===== src/rtl/ms_guard_pkg.sv =====
package ms_guard_pkg;

  localparam logic [7:0] CODE_RESEND = 8'hFE;
  localparam logic [7:0] CODE_ERROR  = 8'hFC;

  typedef enum logic [1:0] {
    EV_NONE    = 2'd0,
    EV_INVALID = 2'd1,
    EV_REPLAY  = 2'd2,
    EV_CMD     = 2'd3
  } ev_e;

  // Classify one received host byte; error wins over everything.
  function automatic ev_e classify(input logic perr, input logic known,
                                   input logic [7:0] b);
    if (perr) return EV_INVALID;
    if (b == CODE_RESEND) return EV_REPLAY;
    if (!known) return EV_INVALID;
    return EV_CMD;
  endfunction

  // Reply to a rejected byte, depending on whether the streak escalates.
  function automatic logic [7:0] err_reply(input logic escalate);
    return escalate ? CODE_ERROR : CODE_RESEND;
  endfunction

endpackage


===== src/rtl/ms_err_track.sv =====
module ms_err_track #(
  parameter int INV_LIMIT = 2
) (
  input  logic clk,
  input  logic rst_n,
  input  logic inv_ev,
  input  logic ok_ev,
  output logic escalate
);
  localparam int CW = $clog2(INV_LIMIT + 1);

  logic [CW-1:0] streak;

  assign escalate = inv_ev && (streak == CW'(INV_LIMIT - 1));

  always_ff @(posedge clk or negedge rst_n) begin
    if (!rst_n) begin
      streak <= '0;
    end else if (ok_ev) begin
      streak <= '0;
    end else if (inv_ev) begin
      streak <= escalate ? '0 : streak + CW'(1);
    end
  end

  generate
    if (INV_LIMIT > 1) begin : g_chk
      // a valid byte leaves no streak behind for the next one
      a_r3_streak_clear: assert property (@(posedge clk) disable iff (!rst_n)
        ok_ev |=> (inv_ev |-> !escalate));
      // escalation restarts the streak
      a_r2_restart: assert property (@(posedge clk) disable iff (!rst_n)
        escalate |=> (inv_ev |-> !escalate));
    end
  endgenerate

endmodule


===== src/rtl/ms_pkt_store.sv =====
module ms_pkt_store #(
  parameter int PKT_MAX = 3,
  localparam int LW = $clog2(PKT_MAX + 1),
  localparam int DW = 8 * PKT_MAX
) (
  input  logic          clk,
  input  logic          rst_n,
  input  logic          wr,
  input  logic [LW-1:0] wr_len,
  input  logic [DW-1:0] wr_data,
  output logic [LW-1:0] st_len,
  output logic [DW-1:0] st_data
);
  logic take;
  assign take = wr && (wr_len != '0) && (int'(wr_len) <= PKT_MAX);

  always_ff @(posedge clk or negedge rst_n) begin
    if (!rst_n) begin
      st_len  <= '0;
      st_data <= '0;
    end else if (take) begin
      st_len  <= wr_len;
      st_data <= wr_data;
    end
  end

  // a write with an out-of-range length changes nothing
  a_r12_len_guard: assert property (@(posedge clk) disable iff (!rst_n)
    (wr && wr_len == '0) |=> $stable(st_len) && $stable(st_data));

endmodule


===== src/rtl/ms_resp_seq.sv =====
module ms_resp_seq #(
  parameter int PKT_MAX = 3,
  parameter int RESP_DEADLINE = 16,
  localparam int LW = $clog2(PKT_MAX + 1),
  localparam int DW = 8 * PKT_MAX,
  localparam int TW = $clog2(RESP_DEADLINE + 1)
) (
  input  logic          clk,
  input  logic          rst_n,
  input  logic          start,
  input  logic [LW-1:0] start_len,
  input  logic [DW-1:0] start_data,
  input  logic          tx_ack,
  output logic          busy,
  output logic [7:0]    tx_byte,
  output logic          late
);
  logic [DW-1:0] q_data;
  logic [LW-1:0] q_len;
  logic [LW-1:0] q_idx;
  logic [TW-1:0] timer;
  logic          tmr_run;
  logic          last_byte;
  logic          deadline_hit;

  assign tx_byte      = q_data[8*q_idx +: 8];
  assign last_byte    = (q_idx == q_len - LW'(1));
  assign deadline_hit = tmr_run && !tx_ack && (timer == TW'(RESP_DEADLINE - 1));

  always_ff @(posedge clk or negedge rst_n) begin
    if (!rst_n) begin
      busy    <= 1'b0;
      q_data  <= '0;
      q_len   <= '0;
      q_idx   <= '0;
      timer   <= '0;
      tmr_run <= 1'b0;
      late    <= 1'b0;
    end else begin
      late <= 1'b0;
      if (start && start_len != '0) begin
        busy    <= 1'b1;
        q_data  <= start_data;
        q_len   <= start_len;
        q_idx   <= '0;
        timer   <= '0;
        tmr_run <= 1'b1;
      end else if (busy) begin
        if (tx_ack) begin
          tmr_run <= 1'b0;
          if (last_byte) busy <= 1'b0;
          else q_idx <= q_idx + LW'(1);
        end else if (deadline_hit) begin
          late    <= 1'b1;
          tmr_run <= 1'b0;
        end else if (tmr_run) begin
          timer <= timer + TW'(1);
        end
      end
    end
  end

  // an offered byte is held until taken
  a_r8_hold: assert property (@(posedge clk) disable iff (!rst_n)
    (busy && !tx_ack) |=> busy && $stable(tx_byte));
  // the late flag is a single-cycle pulse
  a_r10_pulse: assert property (@(posedge clk) disable iff (!rst_n)
    late |=> !late);
  // no late flag once the first byte has gone
  a_r10_quiet: assert property (@(posedge clk) disable iff (!rst_n)
    (busy && tx_ack && !start) |=> !late);

endmodule


===== src/rtl/ms_cmd_guard.sv =====
module ms_cmd_guard #(
  parameter int PKT_MAX       = 3,
  parameter int INV_LIMIT     = 2,
  parameter int RESP_DEADLINE = 2500000,
  localparam int LW = $clog2(PKT_MAX + 1),
  localparam int DW = 8 * PKT_MAX
) (
  input  logic          clk,
  input  logic          rst_n,
  input  logic          rx_valid,
  input  logic [7:0]    rx_byte,
  input  logic          rx_perr,
  input  logic          cmd_known,
  input  logic          pkt_wr,
  input  logic [LW-1:0] pkt_len,
  input  logic [DW-1:0] pkt_data,
  input  logic          tx_ack,
  output logic          tx_req,
  output logic [7:0]    tx_byte,
  output logic          cnt_clr,
  output logic          cmd_fwd,
  output logic [7:0]    cmd_fwd_byte,
  output logic          resp_late
);
  import ms_guard_pkg::*;

  logic          seq_busy;
  logic          accept;
  ev_e           ev;
  logic          ev_inv, ev_replay, ev_cmd;
  logic          escalate;
  logic [LW-1:0] st_len;
  logic [DW-1:0] st_data;
  logic          q_start;
  logic [LW-1:0] q_len;
  logic [DW-1:0] q_data;

  assign accept    = rx_valid && !seq_busy;
  assign ev        = accept ? classify(rx_perr, cmd_known, rx_byte) : EV_NONE;
  assign ev_inv    = (ev == EV_INVALID);
  assign ev_replay = (ev == EV_REPLAY);
  assign ev_cmd    = (ev == EV_CMD);

  assign q_start = ev_inv || ev_replay;
  assign q_len   = ev_inv ? LW'(1) : st_len;
  assign q_data  = ev_inv ? DW'(err_reply(escalate)) : st_data;

  ms_err_track #(.INV_LIMIT(INV_LIMIT)) u_track (
    .clk(clk), .rst_n(rst_n),
    .inv_ev(ev_inv), .ok_ev(ev_replay || ev_cmd),
    .escalate(escalate)
  );

  ms_pkt_store #(.PKT_MAX(PKT_MAX)) u_store (
    .clk(clk), .rst_n(rst_n),
    .wr(pkt_wr), .wr_len(pkt_len), .wr_data(pkt_data),
    .st_len(st_len), .st_data(st_data)
  );

  ms_resp_seq #(.PKT_MAX(PKT_MAX), .RESP_DEADLINE(RESP_DEADLINE)) u_seq (
    .clk(clk), .rst_n(rst_n),
    .start(q_start), .start_len(q_len), .start_data(q_data),
    .tx_ack(tx_ack), .busy(seq_busy), .tx_byte(tx_byte), .late(resp_late)
  );

  assign tx_req = seq_busy;

  always_ff @(posedge clk or negedge rst_n) begin
    if (!rst_n) begin
      cnt_clr      <= 1'b0;
      cmd_fwd      <= 1'b0;
      cmd_fwd_byte <= '0;
    end else begin
      cnt_clr <= ev_cmd;
      cmd_fwd <= ev_cmd;
      if (ev_cmd) cmd_fwd_byte <= rx_byte;
    end
  end

  // a lone bad byte draws the resend code
  a_r1_resend_code: assert property (@(posedge clk) disable iff (!rst_n)
    (ev_inv && !escalate) |=> tx_req && tx_byte == CODE_RESEND);
  // a repeated bad byte draws the error code
  a_r2_error_code: assert property (@(posedge clk) disable iff (!rst_n)
    (ev_inv && escalate) |=> tx_req && tx_byte == CODE_ERROR);
  // commands clear the accumulators
  a_r4_clear: assert property (@(posedge clk) disable iff (!rst_n)
    ev_cmd |=> cnt_clr && cmd_fwd && !tx_req);
  // replay leaves the accumulators alone
  a_r5_keep: assert property (@(posedge clk) disable iff (!rst_n)
    ev_replay |=> !cnt_clr && !cmd_fwd);
  // rejected bytes clear nothing
  a_r7_no_clear: assert property (@(posedge clk) disable iff (!rst_n)
    ev_inv |=> !cnt_clr && !cmd_fwd);
  // bytes during a pending reply have no effect
  a_r9_ignore: assert property (@(posedge clk) disable iff (!rst_n)
    (rx_valid && tx_req) |=> !cnt_clr && !cmd_fwd);

endmodule


===== config.mk =====
export PLATFORM = sky130hd
export DESIGN_NAME = ms_cmd_guard
export DESIGN_NICKNAME = d
export VERILOG_FILES = /design/src/rtl/ms_guard_pkg.sv /design/src/rtl/ms_err_track.sv /design/src/rtl/ms_pkt_store.sv /design/src/rtl/ms_resp_seq.sv /design/src/rtl/ms_cmd_guard.sv
export SDC_FILE = /design/constraint.sdc
export NUM_CORES = 1
export LEC_CHECK = 0
export BUFFER_PORTS_ARGS = -buffer_cell sky130_fd_sc_hd__clkbuf_2
export CAP_MARGIN = 20
export CORE_UTILIZATION = 55
export CTS_BUF_LIST = sky130_fd_sc_hd__clkbuf_8
export DETAILED_ROUTE_END_ITERATION = 8
export PLACE_DENSITY_LB_ADDON = 0.05
export SKIP_CTS_REPAIR_TIMING = 1
export SYNTH_ARGS = -nofsm -noshare
export SYNTH_HDL_FRONTEND = slang
export SYNTH_HIERARCHICAL = 1
export SYNTH_SLANG_ARGS = --single-unit

===== constraint.sdc =====
create_clock -name clk -period 2.9 [get_ports clk]
set_clock_uncertainty 0.05 [all_clocks]
set_input_delay 0.145 -clock clk [delete_from_list [all_inputs] [get_ports clk]]
set_output_delay 0.145 -clock clk [all_outputs]
set_load 0.05 [all_outputs]

==> run summary <==
================================================================================
Area growth syn-to-layout                                                  20.2%
Total negative slack                                                        0 ns
Initial drt markers                                                          118
Highest-count cells in the layout ignoring fill and taps            97 x sky130_fd_sc_hd__nand2_1, 90 x sky130_fd_sc_hd__dfrtp_1, 59 x sky130_fd_sc_hd__clkbuf_2
CTS tree                                                                     yes
Worst reg2reg setup slack                                                0.54 ns
Worst hold-check slack                                                 0.0365 ns
Width of the die                                                         92.3 um
Routed WL per cell                                                       14.1 um
Number of buffers created by CTS                                               9
GP Congestion                                                              0.790
Arrival time at the worst endpoint                                       2.60 ns
Final Hold Fails                                                               0
Warning count from the yosys run                                               6
CP Data Required Time                                                    3.14 ns
Fillers                                                                      604
Layout net count                                                             559
Hold path endpoint                                                  u_store/st_len[0]
Fmax                                                                     423 MHz
Count of H-tree levels built during CTS                                        3
Cell internal pwr                                                        2.61 mW
Net Sw Frac                                                                0.391
Die height                                                               92.3 um
Total DRC errors in the routed layout                                          0
Starting Density                                                           0.574
Pin count of the biggest net entering global routing                          58
Result of the run                                                   complete, no violations
Sequential share of power                                                  0.416
Clock-pin slew on the worst setup and hold paths                         0.09 ns
Maximum clock path buffer count                                                2
Sort of element at the end of the critical path                        flip-flop
Unique cell type count in the Yosys netlist                                   52
Share of async-settable or async-resettable flops after synthesis           1.00
Startpoint class of the critical path                                  input pin
Area of the die                                                         8510 um2
Commonest register cell after synthesis                             sky130_fd_sc_hd__dfrtp_1
1st-pass router iterations                                                     4
Number of antenna cells inserted                                               0
Half-perimeter wire length after placement                               5.79 mm
Number of flip-flops and latches in the synthesized netlist                   90
I/O pin count                                                                 61
Core area                                                               7810 um2
Final global-route overflow total                                              0
Highest ir drop seen on vdd                                               761 uV
Number of cells on the worst hold path                                         2
Most common cell after layout, fill and taps aside                  sky130_fd_sc_hd__nand2_1
Antenna violations before repair                                               0
Leakage power                                                            2.66 nW
Sinks on the clock net                                                        90
Non-Filler Cell Area, Final                                             5380 um2
Post-detailed-routing wire length                                        8.72 mm
Power dissipated by switching net loads                                  1.68 mW
Fraction of the yosys area taken by sequential cells                       0.503
Number of rows created at floorplan                                           32
Max-cap check violation count                                                  0
Tightest Pin Transition                                                 0.989 ns
Number of cells on the worst reg-to-reg path                                   9
Placed inst area                                                        4840 um2
Register Area                                                           2250 um2
Count of flip-flops with a built-in enable after synthesis                     0
Total vias in the final route                                               3263
Clock root cell                                                     sky130_fd_sc_hd__clkbuf_8
Launch point of the worst reg-to-reg path                             u_seq/busy
Hold crit path type                                                 input pin to flip-flop
Area occupied by multi-input gates                                      2080 um2
Cell area power density                                               797 nW/um2
Number of routed nets with antenna violations                                  0
GR Util All Layers                                                         0.215
Number of slew-limit violations in the final report                            0
Net count after synthesis                                                    467
Vias in the first global route                                              3011
Post-layout min period                                                   2.36 ns
Unrepaired setup endpoints after global routing                            false
Rel. slew slack                                                            0.338
Clock Latency Late Sink                                                  0.35 ns
WS Path Type                                                        input pin to flip-flop
Synth Instances                                                              421
Layout cells sized above 1                                                 0.255
Number of setup violations in the final report                                 0
Synth Area per Inst                                                     10.6 um2
Endpoint of the most critical register-to-register path             u_seq/timer[3]
Portion of total power attributed to combinational logic                   0.366
Hold_sp                                                               pkt_len[0]
First-pass GRT wire length                                               14.3 mm
Share of the clock period used by the worst path                           0.815
Post-Syn Area                                                           4480 um2
Power share of the clock group                                             0.219
Biggest fanout along the worst timing path                                     4
Via density per instance                                                    5.27
Total of buffers placed on input and output ports                             60
================================================================================
[critical path: stages]
cell                            delay [ns]
sky130_fd_sc_hd__dlygate4sd3_1        0.54
sky130_fd_sc_hd__clkbuf_2             0.11
sky130_fd_sc_hd__nand4b_1             0.18
sky130_fd_sc_hd__nor2_2               0.17
sky130_fd_sc_hd__a21oi_1              0.14
sky130_fd_sc_hd__ha_1                 0.24
sky130_fd_sc_hd__or2_1                0.27
sky130_fd_sc_hd__o21a_1               0.22
sky130_fd_sc_hd__or4_1                0.51
sky130_fd_sc_hd__nand2_1              0.08
[sequential cells by signal, indices dropped and copies added (netlist names), 2 cells and up]
signal,flops
u_store/st_data,24
u_seq/q_len,2
cmd_fwd_byte,8
u_track/streak,2
u_seq/q_data,24
u_store/st_len,2
u_seq/timer,22
u_seq/q_idx,2
[kinds of logic after synthesis]
group	Yosys count	share of synthesized area
adder cells (fa/ha/maj)	5	0.0140
AND/OR/NAND/NOR	201	0.231
buffers and inverters	22	0.0346
flip-flops	90	0.503
XOR/XNOR	12	0.0235
multiplexers	42	0.126
AO/OA/AOI/OAI	49	0.0676
[metal layers]
metal  track usage  vias up  share of wire  wire [um]
met3        0.0348        7          0.032        281
met5             0        -              0          0
met1         0.297     1559           0.48       4170
met2         0.345       75           0.48       4170
met4        0.0781        0          0.010         90
li1              -     1622              -          -
[power groups by stage]
stage                     Sequential [mW]  Combinational [mW]  Clock, mW
after global placement               1.80                1.52          0
after global routing                 1.82                1.70       1.02
after CTS                            1.78                1.55      0.956
after floorplan                      1.87                1.08          0
final                                1.78                1.57      0.938
after detailed placement             1.80                1.54          0
[cells in the mapped netlist (all sizes together) (2+ instances only)]
| cell | count | area [um2] |
|---|---|---|
| nand2 | 98 | 375 |
| dfrtp | 90 | 2250 |
| mux2 | 32 | 465 |
| o21ai | 25 | 148 |
| nand3 | 18 | 95.1 |
| nor2b | 18 | 113 |
| nor2 | 17 | 82.6 |
| a21oi | 13 | 65.1 |
| buf | 11 | 109 |
| or3 | 11 | 73.8 |
| mux2i | 10 | 100 |
| or2 | 9 | 56.3 |
| xor2 | 8 | 70.1 |
| clkbuf | 7 | 26.3 |
| nand4 | 6 | 43.8 |
| ha | 5 | 62.6 |
| nor3 | 4 | 25.0 |
| xnor2 | 4 | 35.0 |
| and2b | 3 | 22.5 |
| and3 | 3 | 18.8 |
| inv | 3 | 11.3 |
| a21o | 2 | 15.0 |
| a22o | 2 | 20.0 |
| and3b | 2 | 17.5 |
| nand2b | 2 | 12.5 |
| nor4 | 2 | 18.8 |
| nor4b | 2 | 30.0 |
| o211ai | 2 | 15.0 |
| o21a | 2 | 15.0 |
| or4 | 2 | 15.0 |
[worst max path at each step]
| stage | startpoint | endpoint | cells past startpoint | slack, ns |
|---|---|---|---|---|
| floorplan | u_seq/busy | u_seq/q_idx[1] | 9 | 0.25 |
| global placement | u_seq/busy | u_seq/timer[3] | 9 | 0.68 |
| detailed placement | u_seq/busy | u_seq/timer[3] | 9 | 0.58 |
| CTS | u_seq/busy | u_seq/timer[3] | 9 | 0.53 |
| global route | u_seq/busy | u_seq/timer[3] | 9 | 0.37 |
| finish | rx_byte[0] | u_seq/timer[3] | 10 | 0.54 |
[stage by stage]
| stage | instances | util | power, mW | worst slack (ns) |
|---|---|---|---|---|
| after global routing | 619 | 0.690 | 4.55 | 0.371 |
| final | 619 | 0.690 | 4.29 | 0.537 |
| after floorplan | 421 | - | 2.95 | 0.248 |
| after global placement | 571 | 0.619 | 3.31 | 0.676 |
| after detailed placement | 571 | 0.619 | 3.34 | 0.576 |
| after CTS | 586 | 0.647 | 4.29 | 0.534 |
[cell type report]
type	count	share of cell area
clock buffers	10	0.0256
flip-flops and latches	90	0.418
repair buffers	100	0.130
multi-input cells	309	0.386
inverters	3	0.00209
clock inverters	5	0.0149
well taps	102	0.0237
(Power assumes the default switching activity.)
